$ cat src/rtl/uart_irq_pkg.sv
package uart_irq_pkg;

  localparam int IER_W = 8;

  // Enable / pending bit positions (an identification stage decodes these).
  localparam int BIT_RXRDY = 0;
  localparam int BIT_THRE  = 1;
  localparam int BIT_LINE  = 2;
  localparam int BIT_MODEM = 3;
  localparam int BIT_SLEEP = 4;
  localparam int BIT_XOFF  = 5;
  localparam int BIT_RTS   = 6;
  localparam int BIT_CTS   = 7;

  // Bits that are real interrupt sources (everything but sleep).
  localparam logic [IER_W-1:0] SRC_MASK = ~(IER_W'(1) << BIT_SLEEP);

  // Combined interrupt from pending flags and enables.
  function automatic logic irq_any(input logic [IER_W-1:0] pend,
                                   input logic [IER_W-1:0] en);
    return |(pend & en & SRC_MASK);
  endfunction

  // Sticky flag next state: a new event beats a clear in the same cycle.
  function automatic logic flag_next(input logic q, input logic set,
                                     input logic clr);
    return set | (q & ~clr);
  endfunction

endpackage

$ cat src/rtl/uart_irq_enreg.sv
module uart_irq_enreg
  import uart_irq_pkg::*;
#(
  parameter int W = IER_W
) (
  input  logic         clk,
  input  logic         rst_n,
  input  logic         wr_en,
  input  logic [W-1:0] wr_data,
  output logic [W-1:0] q
);

  always_ff @(posedge clk or negedge rst_n) begin
    if (!rst_n)     q <= '0;
    else if (wr_en) q <= wr_data;
  end

endmodule

$ cat src/rtl/uart_irq_edge.sv
module uart_irq_edge #(
  parameter int   STAGES  = 2,
  parameter logic RST_VAL = 1'b1
) (
  input  logic clk,
  input  logic rst_n,
  input  logic din,
  output logic rise
);

  logic level_w;
  logic prev_q;

  generate
    if (STAGES == 0) begin : g_direct
      assign level_w = din;
    end else begin : g_sync
      logic [STAGES-1:0] sh_q;
      always_ff @(posedge clk or negedge rst_n) begin
        if (!rst_n) sh_q <= {STAGES{RST_VAL}};
        else begin
          sh_q[0] <= din;
          for (int i = 1; i < STAGES; i++) sh_q[i] <= sh_q[i-1];
        end
      end
      assign level_w = sh_q[STAGES-1];
    end
  endgenerate

  // Reset value high: a line already high out of reset is not an edge.
  always_ff @(posedge clk or negedge rst_n) begin
    if (!rst_n) prev_q <= RST_VAL;
    else        prev_q <= level_w;
  end

  assign rise = level_w & ~prev_q;

endmodule

$ cat src/rtl/uart_irq_flag.sv
module uart_irq_flag
  import uart_irq_pkg::*;
(
  input  logic clk,
  input  logic rst_n,
  input  logic set,
  input  logic clr,
  output logic q
);

  always_ff @(posedge clk or negedge rst_n) begin
    if (!rst_n) q <= 1'b0;
    else        q <= flag_next(q, set, clr);
  end

endmodule

$ cat src/rtl/uart_irq_ctrl.sv
module uart_irq_ctrl
  import uart_irq_pkg::*;
#(
  parameter int LSR_W    = 4,
  parameter int MSR_W    = 4,
  parameter int CTS_SYNC = 2
) (
  input  logic             clk,
  input  logic             rst_n,
  input  logic             wr_en,
  input  logic [IER_W-1:0] wr_data,
  input  logic             rx_ready,
  input  logic             thr_empty,
  input  logic [LSR_W-1:0] lsr_err,
  input  logic [MSR_W-1:0] msr_delta,
  input  logic             cts_in,
  input  logic             rts_level,
  input  logic             xoff_seen,
  input  logic             clr_thr,
  input  logic             clr_xoff,
  input  logic             clr_rts,
  input  logic             clr_cts,
  output logic             irq,
  output logic [IER_W-1:0] pending,
  output logic             sleep_en
);

  logic [IER_W-1:0] ier_q;
  logic cts_rise_w, rts_rise_w, thr_rise_w;
  logic thr_arm_w, thr_set_w, thr_clr_w;
  logic line_w, modem_w;
  logic p_thr_q, p_xoff_q, p_rts_q, p_cts_q;

  uart_irq_enreg #(.W(IER_W)) u_enreg (
    .clk(clk), .rst_n(rst_n), .wr_en(wr_en), .wr_data(wr_data), .q(ier_q)
  );

  uart_irq_edge #(.STAGES(CTS_SYNC), .RST_VAL(1'b1)) u_cts_edge (
    .clk(clk), .rst_n(rst_n), .din(cts_in), .rise(cts_rise_w)
  );

  uart_irq_edge #(.STAGES(0), .RST_VAL(1'b1)) u_rts_edge (
    .clk(clk), .rst_n(rst_n), .din(rts_level), .rise(rts_rise_w)
  );

  uart_irq_edge #(.STAGES(0), .RST_VAL(1'b1)) u_thr_edge (
    .clk(clk), .rst_n(rst_n), .din(thr_empty), .rise(thr_rise_w)
  );

  // Turning the enable on while the holding register is already empty
  // raises the request, as the empty edge happened before the enable.
  assign thr_arm_w = wr_en & wr_data[BIT_THRE] & ~ier_q[BIT_THRE] & thr_empty;
  assign thr_set_w = thr_rise_w | thr_arm_w;
  assign thr_clr_w = clr_thr | ~thr_empty;

  uart_irq_flag u_thr_flag (
    .clk(clk), .rst_n(rst_n), .set(thr_set_w), .clr(thr_clr_w), .q(p_thr_q)
  );
  uart_irq_flag u_xoff_flag (
    .clk(clk), .rst_n(rst_n), .set(xoff_seen), .clr(clr_xoff), .q(p_xoff_q)
  );
  uart_irq_flag u_rts_flag (
    .clk(clk), .rst_n(rst_n), .set(rts_rise_w), .clr(clr_rts), .q(p_rts_q)
  );
  uart_irq_flag u_cts_flag (
    .clk(clk), .rst_n(rst_n), .set(cts_rise_w), .clr(clr_cts), .q(p_cts_q)
  );

  assign line_w  = |lsr_err;
  assign modem_w = |msr_delta;

  always_comb begin
    pending            = '0;
    pending[BIT_RXRDY] = rx_ready;
    pending[BIT_THRE]  = p_thr_q;
    pending[BIT_LINE]  = line_w;
    pending[BIT_MODEM] = modem_w;
    pending[BIT_XOFF]  = p_xoff_q;
    pending[BIT_RTS]   = p_rts_q;
    pending[BIT_CTS]   = p_cts_q;
  end

  assign irq      = irq_any(pending, ier_q);
  assign sleep_en = ier_q[BIT_SLEEP];

endmodule

$ cat config.mk
export PLATFORM = sky130hd
export DESIGN_NAME = uart_irq_ctrl
export DESIGN_NICKNAME = d
export VERILOG_FILES = /design/src/rtl/uart_irq_pkg.sv /design/src/rtl/uart_irq_enreg.sv /design/src/rtl/uart_irq_edge.sv /design/src/rtl/uart_irq_flag.sv /design/src/rtl/uart_irq_ctrl.sv
export SDC_FILE = /design/constraint.sdc
export NUM_CORES = 1
export LEC_CHECK = 0
export BUFFER_PORTS_ARGS = -buffer_cell sky130_fd_sc_hd__buf_2
export CELL_PAD_IN_SITES_DETAIL_PLACEMENT = 1
export CELL_PAD_IN_SITES_GLOBAL_PLACEMENT = 2
export CORE_AREA = 4 4 59 61
export CTS_BUF_LIST = sky130_fd_sc_hd__clkbuf_16
export CTS_CLUSTER_SIZE = 20
export DETAILED_ROUTE_END_ITERATION = 16
export DIE_AREA = 0 0 63 65
export PLACE_DENSITY_LB_ADDON = 0.1
export SYNTH_ARGS = -nofsm -noshare
export SYNTH_HDL_FRONTEND = slang
export SYNTH_SLANG_ARGS = --single-unit
$ cat constraint.sdc
create_clock -name clk -period 1.33 [get_ports clk]
set_input_delay 0.266 -clock clk [delete_from_list [all_inputs] [get_ports clk]]
set_output_delay 0.266 -clock clk [all_outputs]
set_load 0.02 [all_outputs]
==> results of run 1 <==
==> what timing repair did <==
action / in CTS / in global routing
gates resized for setup: 0 / 6
endpoints found under the setup margin: 1 / 3
hold buffers: 1 / 0
endpoints found under the hold margin: 12 / 0
pin swaps: 1 / 0
==> worst register-to-register path: cells and delay by family, from the launching register on <==
kind | cells | cell delay [ns]
AOI/OAI and AO/OA | 1 | 0.18
DFF | 1 | 0.39
and+or+nand+nor | 1 | 0.17
==> metrics by stage <==
step | total power, mW | setup slack, ns | cell area (sq um)
2_1_floorplan | 0.694 | 0.104 | 709
3_3_place_gp | 0.762 | -0.0484 | 881
3_5_place_dp | 0.765 | -0.0224 | 881
4_1_cts | 1.38 | -0.282 | 971
5_1_grt | 1.43 | -0.338 | 991
6_report | 1.36 | -0.259 | 991
==> path summary, 6_finish.rpt <==
kind / endpoint / depth (start not counted)
max: irq / 3
min: u_cts_edge.g_sync.sh_q[0] / 1
max reg2reg: u_thr_flag.q / 2
min reg2reg: u_cts_edge.g_sync.sh_q[1] / 0
max in group asynchronous: u_cts_edge.prev_q / 2
min in group asynchronous: u_rts_flag.q / 2
==> power groups by stage <==
stage / Combinational, mW / Clock (mW) / Sequential, mW
6_report: 0.171 / 0.597 / 0.588
5_1_grt: 0.192 / 0.646 / 0.594
4_1_cts: 0.171 / 0.616 / 0.589
3_5_place_dp: 0.168 / 0 / 0.597
3_3_place_gp: 0.167 / 0 / 0.595
2_1_floorplan: 0.0993 / 0 / 0.595
==> cells in the final DEF (no fill, tap or decap), types with 2 or more instances in the layout <==
cell type	netlist	final
dfstp_2	5	5
dfrtp_1	12	12
clkbuf_16	0	3
inv_1	6	6
buf_2	1	34
mux2_2	8	8
o41ai_1	2	2
buf_4	8	2
or4_4	0	2
o22ai_1	2	2
buf_6	0	2
==> area by class of cell <==
cell class	instances	area share [%]
clock buffer	3	7.58
clock inverter	1	0.505
inverter	6	2.27
multi-input combinational	22	19.9
sequential	17	43.6
tap	33	4.17
timing repair buffer	39	22.0
==> registers in the layout (all words and copies together), names as in the netlist <==
name                    flops
u_enreg.q                   8
u_cts_edge.g_sync.sh_q      2
u_cts_edge.prev_q           1
u_cts_flag.q                1
u_rts_edge.prev_q           1
u_rts_flag.q                1
u_thr_edge.prev_q           1
u_thr_flag.q                1
u_xoff_flag.q               1
==> routing by layer <==
layer	vias up	track usage [%]
li1	249	-
met1	246	10.7
met2	26	10.7
met3	2	3.64
met4	0	4.13
met5	-	0
==> cells by family after synthesis <==
kind of cell,after synthesis
AOI/OAI and AO/OA,8
buffers and inverters,15
DFF,17
muxes,8
other,1
and+or+nand+nor,5
==> impl_metrics.tcl, run 1 <==
set metrics [dict create \
    synth_compound_area_share_pct 8.64 \
    final_net_count 117 \
    max-clock-path-buffers 2 \
    internal_power_mw 1.06 \
    synth_fp_nets 82 \
    setup_tns_ns -0.259 \
    grt_use_total_pct 8.01 \
    path_buf_inv 1 \
    crit_chain "a222oi_1, nand4_1, buf_2" \
    grt_max_degree 18 \
    final_min_period_over_clock_period_pct 119 \
    setup_viol 1 \
    io_pins 38 \
    yosys_warnings 0 \
    grt_pass1_wl_um 2470 \
    synthSimpleGateAreaFrac_pct 4.94 \
    worstPathRequired_ns 1.06 \
    syn_to_final_growth_pct 39.7 \
    firstDrtPassIters 4 \
    antenna_found_initial 0 \
    dr_total_vias 523 \
    cts_sinks 17 \
    vdd_ir_drop_max_mv 0.577 \
    area.sequential_sq_um 432 \
    stdcell_count 121 \
    combPwrFrac_pct 12.6 \
    port_buffers 36 \
    ys_seq_elements 17 \
    yosysUniqueCellTypes 17 \
    max_freq_mhz 630 \
    htree_levels 1 \
    dp.cells 116 \
    synth_edf_count 0 \
    synth_common_cells "dfrtp_1, buf_4, mux2_2" \
    grt_pass1_vias 542 \
    drive_above_1_share_pct 64.8 \
    cts_root_buffer "clkbuf_16" \
    postRouteAntennaNets 0 \
    power.density_nw_per_um2 1370 \
    synth_top_family_by_area "multiplexers" \
    p_clk_share_pct 44.0 \
    wl_met1_um 661 \
    yosysMostFrequentCell "dfrtp_1" \
    totalWireLength_um 1490 \
    rows 20 \
    synthAdderAreaFrac_pct 0 \
    worstHoldStart "cts_in" \
    wl_met2_um 667 \
    timing.final.crit_period_ns 1.59 \
    yosysTopAreaCellShare_pct 42.3 \
    multiInputGateArea_sq_um 198 \
    synth_mux_area_share_pct 12.7 \
    avgSynthCellArea_sq_um 13.1 \
    slowest_delay_ns 0.40 \
    status "complete, but fails checks" \
    violations "negative setup slack" \
    n_antenna_cell 0 \
    crit_fanout 2 \
    drtIter0Drc 4 \
    insertion_delay_ns 0.25 \
    core_sq_um 2980 \
    drc 0 \
    syn_inst 54 \
    wl_met3_um 153 \
    cp_slowest_cell "a222oi_1" \
    start_util_pct 23.8 \
    top_layer "met4" \
    async_reset_ff_share_pct 100 \
    ys.flop_type "dfrtp_1" \
    regToRegSetupSlack_ns 0.51 \
    fp.dieW_um 63 \
    critPathTopFamily "compound AO/OA/AOI/OAI gates" \
    maxCapViolCount 0 \
    startpoint_type "register" \
    num-fill-cells 355 \
    synth_area_leaders "dfrtp_1, dfstp_2, mux2_2" \
    dieHeight_um 65 \
    ys_seq_area_share_pct 60.8 \
    gp_congestion 0.652 \
    end_kind "output pin" \
    dieArea_sq_um 4100 \
    wl_per_cell_um 12.3 \
    synthXorXnorAreaFrac_pct 0 \
    hold_class "input port to register" \
    syn_area_sq_um 709 \
    final.setup.worst_slack_ns -0.259 \
    power_switching_mw 0.298 \
    maxSlewViolCount 0 \
    rsz0062_at_grt "yes" \
    leakage_nw 0.484 \
    post_cts_buffers 0 \
    p_seq_share_pct 43.4 \
    arrival_ns 1.32 \
    cts_made_buffers 3 \
    yosys.area.top_type "dfrtp_1" \
    cp-startpoint "u_enreg.q[5]" \
    skew_ns 0.000367 \
    cts_tree "yes" \
    critPathKind "register to output pin" \
    r2r_start "u_enreg.q[1]" \
    switching_share_pct 22.0 \
    grt-ovfl-total 0 \
    hold_slack_ns 0.116 \
    final_util_pct 33.3 \
    vias_per_cell 4.32 \
    finalHoldViolCount 0 \
    clk_pin_slew_ns 0.05 \
]
Note: power is estimated with default switching activity, not from simulation.
==> run 2: changes to the inputs <==
- CORE_AREA: 4 4 59 61 -> 4 4 57 59
- CTS_BUF_LIST: sky130_fd_sc_hd__clkbuf_16 -> sky130_fd_sc_hd__clkbuf_2 sky130_fd_sc_hd__clkbuf_4 sky130_fd_sc_hd__clkbuf_8
- DIE_AREA: 0 0 63 65 -> 0 0 61 63
==> run 2 against run 1 <==
Effect of this change:
- the run still ends with negative setup slack left
- sequential power is essentially flat
- non-clock buffer count stayed put
- worst hold slack worse by 0.048 ns
- utilization increased by 0.89 points
- via count down 1.7%
- sequential cell count stayed put
- critical endpoint unchanged
- largest power group is now sequential cells
==> impl_metrics.tcl, run 2 (synthesis gave the netlist of run 1 again) <==
set metrics [dict create \
    p_seq_share_pct 57.3 \
    vias_per_cell 4.32 \
    regMostFlops "u_enreg.q" \
    totalWireLength_um 1430 \
    antenna_found_initial 0 \
    dieArea_sq_um 3840 \
    crit_end "irq" \
    setup_viol 1 \
    drtIter0Drc 9 \
    reg2reg_depth 2 \
    r2r-end "u_thr_flag.q" \
    cts_tree "yes" \
    regToRegSetupSlack_ns 0.52 \
    switching_share_pct 25.3 \
    largest_reg_flops 8 \
    final_cell_mix "buf_2, dfrtp_1, mux2_2, inv_1, dfstp_2" \
    firstDrtPassIters 4 \
    slowest_delay_ns 0.39 \
    core_sq_um 2710 \
    grt_pass1_vias 532 \
    crit_fanout 2 \
    grt_max_degree 18 \
    worstPathRequired_ns 1.06 \
    max-clock-path-buffers 2 \
    worstHoldStart "cts_in" \
    final_util_pct 34.2 \
    power_switching_mw 0.259 \
    rows 19 \
    insertion_delay_ns 0.28 \
    violations "negative setup slack" \
    finalHoldViolCount 0 \
    vdd_ir_drop_max_mv 0.473 \
    path_buf_inv 1 \
    timing.final.crit_period_ns 1.61 \
    port_buffers 36 \
    final_net_count 117 \
    end_kind "output pin" \
    start_util_pct 26.2 \
    syn_to_final_growth_pct 30.5 \
    post_cts_buffers 0 \
    clk_pin_slew_ns 0.10 \
    startpoint_type "register" \
    critPathTopFamily "flip-flops" \
    maxSlewViolCount 0 \
    combPwrFrac_pct 16.5 \
    cts_made_buffers 3 \
    final_common_cell "buf_2" \
    r2r_start "u_enreg.q[1]" \
    finish.instance_area_sq_um 926 \
    htree_levels 1 \
    max_freq_mhz 621 \
    gp_congestion 0.612 \
    rsz0062_at_grt "yes" \
    io_pins 38 \
    crit_chain "a222oi_1, nand4_1, buf_2" \
    cp.depth 3 \
    hpwlAfterDp_um 1150 \
    wl_per_cell_um 12.0 \
    n_antenna_cell 0 \
    final_min_period_over_clock_period_pct 121 \
    hold_class "input port to register" \
    dr_total_vias 514 \
    status "complete, but fails checks" \
    cp-startpoint "u_xoff_flag.q" \
    cts_root_buffer "clkbuf_4" \
    dieHeight_um 63 \
    leakage_nw 0.455 \
    p_clk_share_pct 26.2 \
    maxCapViolCount 0 \
    internal_power_mw 0.764 \
    arrival_ns 1.35 \
    total_power_mw 1.02 \
    fp.dieW_um 61 \
    grt_use_total_pct 8.50 \
    drc 0 \
    setup_tns_ns -0.281 \
    cts_sinks 17 \
    num-fill-cells 320 \
    drive_above_1_share_pct 63.6 \
    reg.largest.list "u_enreg.q x8, u_cts_edge.g_sync.sh_q x2" \
    grt_pass1_wl_um 2430 \
    final.setup.worst_slack_ns -0.281 \
    placed_cell_area_sq_um 878 \
    cp_slowest_cell "dfrtp_1" \
    power.density_nw_per_um2 1100 \
    skew_ns 0.000946 \
    postRouteAntennaNets 0 \
    grt-ovfl-total 0 \
    critPathKind "register to output pin" \
]
[run 2: changes by cell type in the layout (fill, tap and decap cells not counted)]
cell / change
clkbuf_16: -3
clkbuf_4: +3
buf_2: +1
buf_6: -1
or4_1: +1
or4_4: -1
[run 2: worst min path at each step]
stage / endpoint / slack (ns) / cells after the start
global placement: u_enreg.q[4] / 0.21 / 1
floorplan: u_cts_flag.q / -0.03 / 0
CTS: u_cts_edge.g_sync.sh_q[0] / 0.05 / 1
global route: u_cts_edge.g_sync.sh_q[0] / 0.04 / 1
finish: u_cts_edge.g_sync.sh_q[0] / 0.07 / 1
detailed placement: u_enreg.q[4] / 0.21 / 1
[run 2: what timing repair did]
action,4_1_cts,5_1_grt
pin swaps,1,1
gates resized for setup,0,3
endpoints found under the hold margin,12,0
setup endpoints to repair,1,2
hold buffers,1,0
[run 2: power groups by stage]
stage                     combinational [mW]  clock [mW]  sequential, mW
after CTS                              0.171       0.290           0.587
after global routing                   0.190       0.318           0.594
final                                  0.169       0.268           0.586
after floorplan                       0.0993           0           0.595
after detailed placement               0.168           0           0.596
after global placement                 0.166           0           0.595
[run 2: cell type report]
type,count,area (sq um),area share (%)
Clock buffer,3,22.5,2.43
Sequential cell,17,432,46.6
Inverter,6,22.5,2.43
Tap cell,31,38.8,4.19
Clock inverter,1,5.00,0.541
Timing Repair Buffer,39,211,22.8
Multi-Input combinational cell,22,194,20.9
[run 2: worst reg2reg max path: stages (launching register included)]
cell	delay, ns
dfrtp_1	0.42
nand3b_1	0.17
a31oi_1	0.16
[run 2: layer usage]
layer / vias up / track usage, % / part of all wire, %
li1: 251 / - / -
met2: 22 / 11.5 / 45
met4: 0 / 4.88 / 1.1
met5: - / 0 / 0
met1: 239 / 11.4 / 42
met3: 2 / 3.10 / 11
[run 2: through the flow]
step,hold WS (ns),cells,setup slack [ns]
CTS,0.0529,119,-0.316
global placement,0.210,114,-0.00808
global route,0.0417,119,-0.419
finish,0.0680,119,-0.281
detailed placement,0.209,114,0.00471
floorplan,-0.0296,54,0.104
